`src/rtl/sc_t0_pkg.sv`:
```
package sc_t0_pkg;

  localparam logic [3:0] SLOT_PARITY    = 4'd9;
  localparam logic [3:0] SLOT_GUARD1    = 4'd10;
  localparam logic [3:0] SLOT_LAST_OK   = 4'd11;
  localparam logic [3:0] SLOT_LAST_NACK = 4'd13;

  // even parity: the XOR of all eight data bits
  function automatic logic even_par(input logic [7:0] d);
    return ^d;
  endfunction

  // level carried in a given bit slot; guard slots are released (1)
  function automatic logic slot_level(input logic [7:0] d, input logic [3:0] slot);
    logic lvl;
    case (slot)
      4'd0:    lvl = 1'b0;
      4'd1:    lvl = d[0];
      4'd2:    lvl = d[1];
      4'd3:    lvl = d[2];
      4'd4:    lvl = d[3];
      4'd5:    lvl = d[4];
      4'd6:    lvl = d[5];
      4'd7:    lvl = d[6];
      4'd8:    lvl = d[7];
      4'd9:    lvl = even_par(d);
      default: lvl = 1'b1;
    endcase
    return lvl;
  endfunction

endpackage

```
`src/rtl/sc_t0_etu_timer.sv`:
```
module sc_t0_etu_timer #(
  parameter int ETU_W = 12
) (
  input  logic             clk,
  input  logic             rst_n,
  input  logic             run,
  input  logic [ETU_W-1:0] etu_cycles,
  output logic             etu_end,
  output logic             etu_mid
);
  logic [ETU_W-1:0] cnt_q;
  logic [ETU_W-1:0] etu_len;
  logic [ETU_W-1:0] etu_last;

  assign etu_len  = (etu_cycles == '0) ? ETU_W'(1) : etu_cycles;
  assign etu_last = etu_len - ETU_W'(1);
  assign etu_end  = run && (cnt_q == etu_last);
  assign etu_mid  = run && (cnt_q == (etu_len >> 1));

  always_ff @(posedge clk) begin
    if (!rst_n)                cnt_q <= '0;
    else if (!run || etu_end)  cnt_q <= '0;
    else                       cnt_q <= cnt_q + ETU_W'(1);
  end
endmodule

```
`src/rtl/sc_t0_frame_seq.sv`:
```
module sc_t0_frame_seq
  import sc_t0_pkg::*;
#(
  parameter int REP_W = 3
) (
  input  logic             clk,
  input  logic             rst_n,
  input  logic             accept,
  input  logic [7:0]       data_in,
  input  logic             etu_end,
  input  logic             etu_mid,
  input  logic             line_sense,
  input  logic [REP_W-1:0] max_repeat,
  output logic             busy,
  output logic [3:0]       slot,
  output logic [7:0]       data_q,
  output logic             nack_pulse,
  output logic             char_done,
  output logic             give_up
);
  logic             busy_q;
  logic             nack_q;
  logic [3:0]       slot_q;
  logic [REP_W-1:0] rep_q;
  logic [3:0]       last_slot;
  logic             frame_end;
  logic             retry;

  assign last_slot  = nack_q ? SLOT_LAST_NACK : SLOT_LAST_OK;
  assign nack_pulse = busy_q && (slot_q == SLOT_GUARD1) && etu_mid && !line_sense;
  assign frame_end  = busy_q && etu_end && (slot_q == last_slot);
  assign char_done  = frame_end && !nack_q;
  assign retry      = frame_end && nack_q && (rep_q < max_repeat);
  assign give_up    = frame_end && nack_q && !(rep_q < max_repeat);

  assign busy = busy_q;
  assign slot = slot_q;

  always_ff @(posedge clk) begin
    if (!rst_n) begin
      busy_q <= 1'b0;
      nack_q <= 1'b0;
      slot_q <= '0;
      rep_q  <= '0;
      data_q <= '0;
    end else if (accept) begin
      busy_q <= 1'b1;
      nack_q <= 1'b0;
      slot_q <= '0;
      rep_q  <= '0;
      data_q <= data_in;
    end else if (busy_q) begin
      if (nack_pulse) nack_q <= 1'b1;
      if (etu_end) begin
        if (frame_end) begin
          slot_q <= '0;
          nack_q <= 1'b0;
          if (retry) rep_q  <= rep_q + REP_W'(1);
          else       busy_q <= 1'b0;
        end else begin
          slot_q <= slot_q + 4'd1;
        end
      end
    end
  end
endmodule

```
`src/rtl/sc_t0_tx.sv`:
```
module sc_t0_tx
  import sc_t0_pkg::*;
#(
  parameter int ETU_W = 12,
  parameter int REP_W = 3
) (
  input  logic             clk,
  input  logic             rst_n,
  input  logic [7:0]       tx_data,
  input  logic             tx_valid,
  output logic             tx_ready,
  input  logic [ETU_W-1:0] etu_cycles,
  input  logic [REP_W-1:0] max_repeat,
  input  logic             line_sense,
  output logic             line_drive_low,
  output logic             nack_pulse,
  output logic             char_done,
  output logic             give_up
);
  logic       busy_w;
  logic [3:0] slot_w;
  logic [7:0] data_w;
  logic       etu_end_w;
  logic       etu_mid_w;
  logic       accept_w;

  assign tx_ready = !busy_w;
  assign accept_w = tx_valid && !busy_w;

  sc_t0_etu_timer #(.ETU_W(ETU_W)) timer_i (
    .clk        (clk),
    .rst_n      (rst_n),
    .run        (busy_w),
    .etu_cycles (etu_cycles),
    .etu_end    (etu_end_w),
    .etu_mid    (etu_mid_w)
  );

  sc_t0_frame_seq #(.REP_W(REP_W)) seq_i (
    .clk        (clk),
    .rst_n      (rst_n),
    .accept     (accept_w),
    .data_in    (tx_data),
    .etu_end    (etu_end_w),
    .etu_mid    (etu_mid_w),
    .line_sense (line_sense),
    .max_repeat (max_repeat),
    .busy       (busy_w),
    .slot       (slot_w),
    .data_q     (data_w),
    .nack_pulse (nack_pulse),
    .char_done  (char_done),
    .give_up    (give_up)
  );

  // open-drain stage: pull low only for a 0 bit inside slots 0..9
  assign line_drive_low = busy_w && (slot_w <= SLOT_PARITY) && !slot_level(data_w, slot_w);
endmodule


```
`config.mk`:
```
export PLATFORM = sky130hd
export DESIGN_NAME = sc_t0_tx
export DESIGN_NICKNAME = d
export VERILOG_FILES = /design/src/rtl/sc_t0_pkg.sv /design/src/rtl/sc_t0_etu_timer.sv /design/src/rtl/sc_t0_frame_seq.sv /design/src/rtl/sc_t0_tx.sv
export SDC_FILE = /design/constraint.sdc
export NUM_CORES = 1
export LEC_CHECK = 0
export BUFFER_PORTS_ARGS = -buffer_cell sky130_fd_sc_hd__buf_2
export CORE_UTILIZATION = 47
export CTS_CLUSTER_SIZE = 20
export DETAILED_ROUTE_END_ITERATION = 10
export PLACE_DENSITY = 0.82
export SKIP_LAST_GASP = 1
export SLEW_MARGIN = 20
export SYNTH_ARGS = -nofsm -noshare
export SYNTH_HDL_FRONTEND = slang
export SYNTH_HIERARCHICAL = 1
export SYNTH_SLANG_ARGS = --single-unit
export TNS_END_PERCENT = 100
```
`constraint.sdc`:
```
create_clock -name clk -period 5.95 [get_ports clk]
set_clock_uncertainty 0.05 [all_clocks]
set_input_delay 1.4875 -clock clk [delete_from_list [all_inputs] [get_ports clk]]
set_output_delay 1.4875 -clock clk [all_outputs]
set_load 0.02 [all_outputs]
```
==> impl_metrics.toml <==
[global_routing]
grt_max_degree = 14
grt_pass1_vias = 1591
grt_pass1_wl_mm = 7.27
grt_usage_pct = 20.5
overflow = 0
antenna_found_initial = 0

[final_layout]
final_cells = 338
final_core_util_pct = 61.6
syn_to_final_growth_pct = 22.0
layout-drive-gt1-share_pct = 23.6
diodes = 0
fin_nets = 321

[synthesis]
synth_flop_cell = "dfxtp_1"
async_flop_share_pct = 0
ys_types = 52
synth_commonest_cells = "xnor2_1 (31), dfxtp_1 (29), nand2_1 (17), nor3_1 (17), nor2_1 (14)"
avgSynthCellArea_um2 = 8.57
yosys.area.top_type = "dfxtp_1"
post-synth-top-count-cell = "xnor2_1"
synth-seq-area-share_pct = 27.8
syn-num-nets = 278
yosysWarnings = 6
synth-seq-cells = 29
yosys.area.top_type_share_pct = 27.8
yosys-top-cells-area = "dfxtp_1 (28%), xnor2_1 (13%), mux2i_1 (5.3%)"
synth_area_um2 = 2090
netlist_instances = 244
synth_edf_count = 0

[timing]
tightest_slew_ns = 1.03
hold_viol_final = 0
final-setup-viol-count = 0
rsz0062_at_grt = "yes"
slew_headroom_pct = 31.3
fin_tns_setup_ns = 0
max_freq_mhz = 173
period_needed_ns = 5.79
period_share_pct = 97.3
slew_viol_final = 0

[power]
swShare_pct = 26.8
switchingPower_uw = 121
power_density_nw_per_um2 = 177
ir_drop_mv = 0.128
p_leak_nw = 1.01
intPower_uw = 330
pwr-share-clk_pct = 37.6
power_frac_comb_pct = 17.0
seq_power_share_pct = 45.4
finalPower_uw = 451

[floorplan]
die-area_um2 = 4720
die-height_um = 68.7
die_w_um = 68.7
rows = 23
io_pins = 32
design.core.area_um2 = 4140
initial_core_util_pct = 50.5

[detailed_routing]
dr.pass1.iters = 4
vias_per_cell = 5.44
drt_iter0_drc = 87
wl_per_cell_um = 13.4
route.vias.total = 1840
drc = 0
postRouteAntennaNets = 0
routed_wl_mm = 4.55

[critical_path]
crit_fanout = 5
cp.required_ns = 4.41
crit_arrival_ns = 4.25
end_kind = "primary output"
r2r_cells = 11
worstSetupPathType = "primary input to primary output"
crit_path_start_kind = "primary input"

[cts]
cts_tree = "built"
cts_buffers = 5
htreeDepth = 2
cts.clk_slew.worst_paths_ns = 0.07
clk_latency_ns = 0.28
root_buffer = "clkbuf_8"
cts_sinks = 29
cts_buffer_depth = 2
postCtsHoldBufs = 0

[status]
outcome = "complete, no violations"

[flow_run]
drv_cap = 0

[place]
place_inst = 325
port_buffers = 31
place_congestion = 0.989
hpwl_mm = 3.32

[hold_path]
hold_path.class = "flop to flop"
holdPathStages = 2
==> cells in the final DEF (no fill, tap or decap), drive strengths merged, types with 2 or more instances in the layout <==
cell type	netlist	layout
buf	4	44
xnor2	31	31
dfxtp	29	29
nand2	17	17
nor3	17	17
nor2	14	14
xor2	12	12
nor2b	12	12
mux2i	11	11
nand3	9	9
inv	8	8
clkbuf	5	7
ha	7	7
o21ai	7	7
nand4	5	5
nor3b	5	5
a31oi	5	5
a21oi	4	4
and3	4	4
nor4	4	4
or3	3	3
and4	2	2
nand2b	2	2
nand4b	2	2
a41o	2	2
and4b	2	2
mux2	2	2
clkinv	0	2
or4	2	2
and2	2	2
==> flip-flops by register name, indices dropped and copies added, names as in the netlist <==
name,flops
seq_i/slot,4
seq_i/rep_q,3
seq_i/data_q,8
seq_i/nack_q,1
seq_i/busy,1
timer_i/cnt_q,12
==> power by group through the flow <==
stage,Combinational [mW],Sequential (mW),Clock [mW]
after floorplan,0.0489,0.207,0
after global placement,0.0698,0.209,0
after detailed placement,0.0712,0.209,0
after CTS,0.0724,0.205,0.175
after global routing,0.0844,0.206,0.184
final,0.0769,0.205,0.170
==> kinds of logic (layout without fill, tap and decap cells) <==
| kind of cell | after synthesis | after routing | share of synthesized area (%) |
|---|---|---|---|
| DFF | 29 | 29 | 27.8 |
| buffers and inverters | 17 | 61 | 4.01 |
| muxes | 13 | 13 | 6.34 |
| and+or+nand+nor | 107 | 107 | 29.7 |
| adders and majority gates | 7 | 7 | 4.19 |
| AOI/OAI and AO/OA | 28 | 28 | 10.0 |
| xor gates and xnor gates | 43 | 43 | 18.0 |
==> layer usage <==
layer	part of all wire [%]	global-route usage [%]	vias up
li1	-	-	956
met1	49	29.4	835
met2	45	30.0	45
met3	5.2	6.09	4
met4	0.59	4.08	0
met5	0	0	-
==> area by class of cell <==
type                    instances  area [µm²]
inverters                       8        30.0
repair buffers                 45         288
fillers                       343        1590
flip-flops and latches         29         581
clock buffers                   6        82.6
clock inverters                 2        13.8
multi-input cells             198        1500
well taps                      50        62.6
==> critical path, cell delays in order <==
cell	delay [ns]
buf_6	0.10
nor4_4	0.32
a31oi_2	0.15
ha_2	0.21
nor3b_4	0.17
buf_6	0.12
mux2i_1	0.10
o22ai_1	0.15
o2111ai_1	0.19
nor4_4	0.34
and2_4	0.20
nand4_1	0.12
buf_4	0.18
nor4b_4	0.24
buf_4	0.18
==> final timing paths <==
kind                            slack (ns)         endpoint        startpoint
worst max register to register        3.30   seq_i/rep_q[2]  timer_i/cnt_q[6]
worst max-delay path                  0.16        char_done     etu_cycles[9]
worst min-delay path                  0.50  seq_i/data_q[2]   seq_i/data_q[2]
worst min register to register        0.50  seq_i/data_q[2]   seq_i/data_q[2]
==> through the flow <==
step                      worst slack, ns  hold WS, ns  instance area [µm²]
after CTS                          0.0492        0.502                 2450
final                               0.158        0.505                 2550
after floorplan                    0.0146        0.454                 2110
after global routing              -0.0968        0.534                 2550
after detailed placement          -0.0977        0.491                 2340
after global placement             0.0546        0.481                 2340
==> repair_timing <==
item,CTS,global route
buffers inserted,0,5
hold endpoints to repair,0,0
pin swaps,0,8
resized for setup,3,16
endpoints found under the setup margin,2,2
No activity file was read; power rests on OpenSTA's default activity.
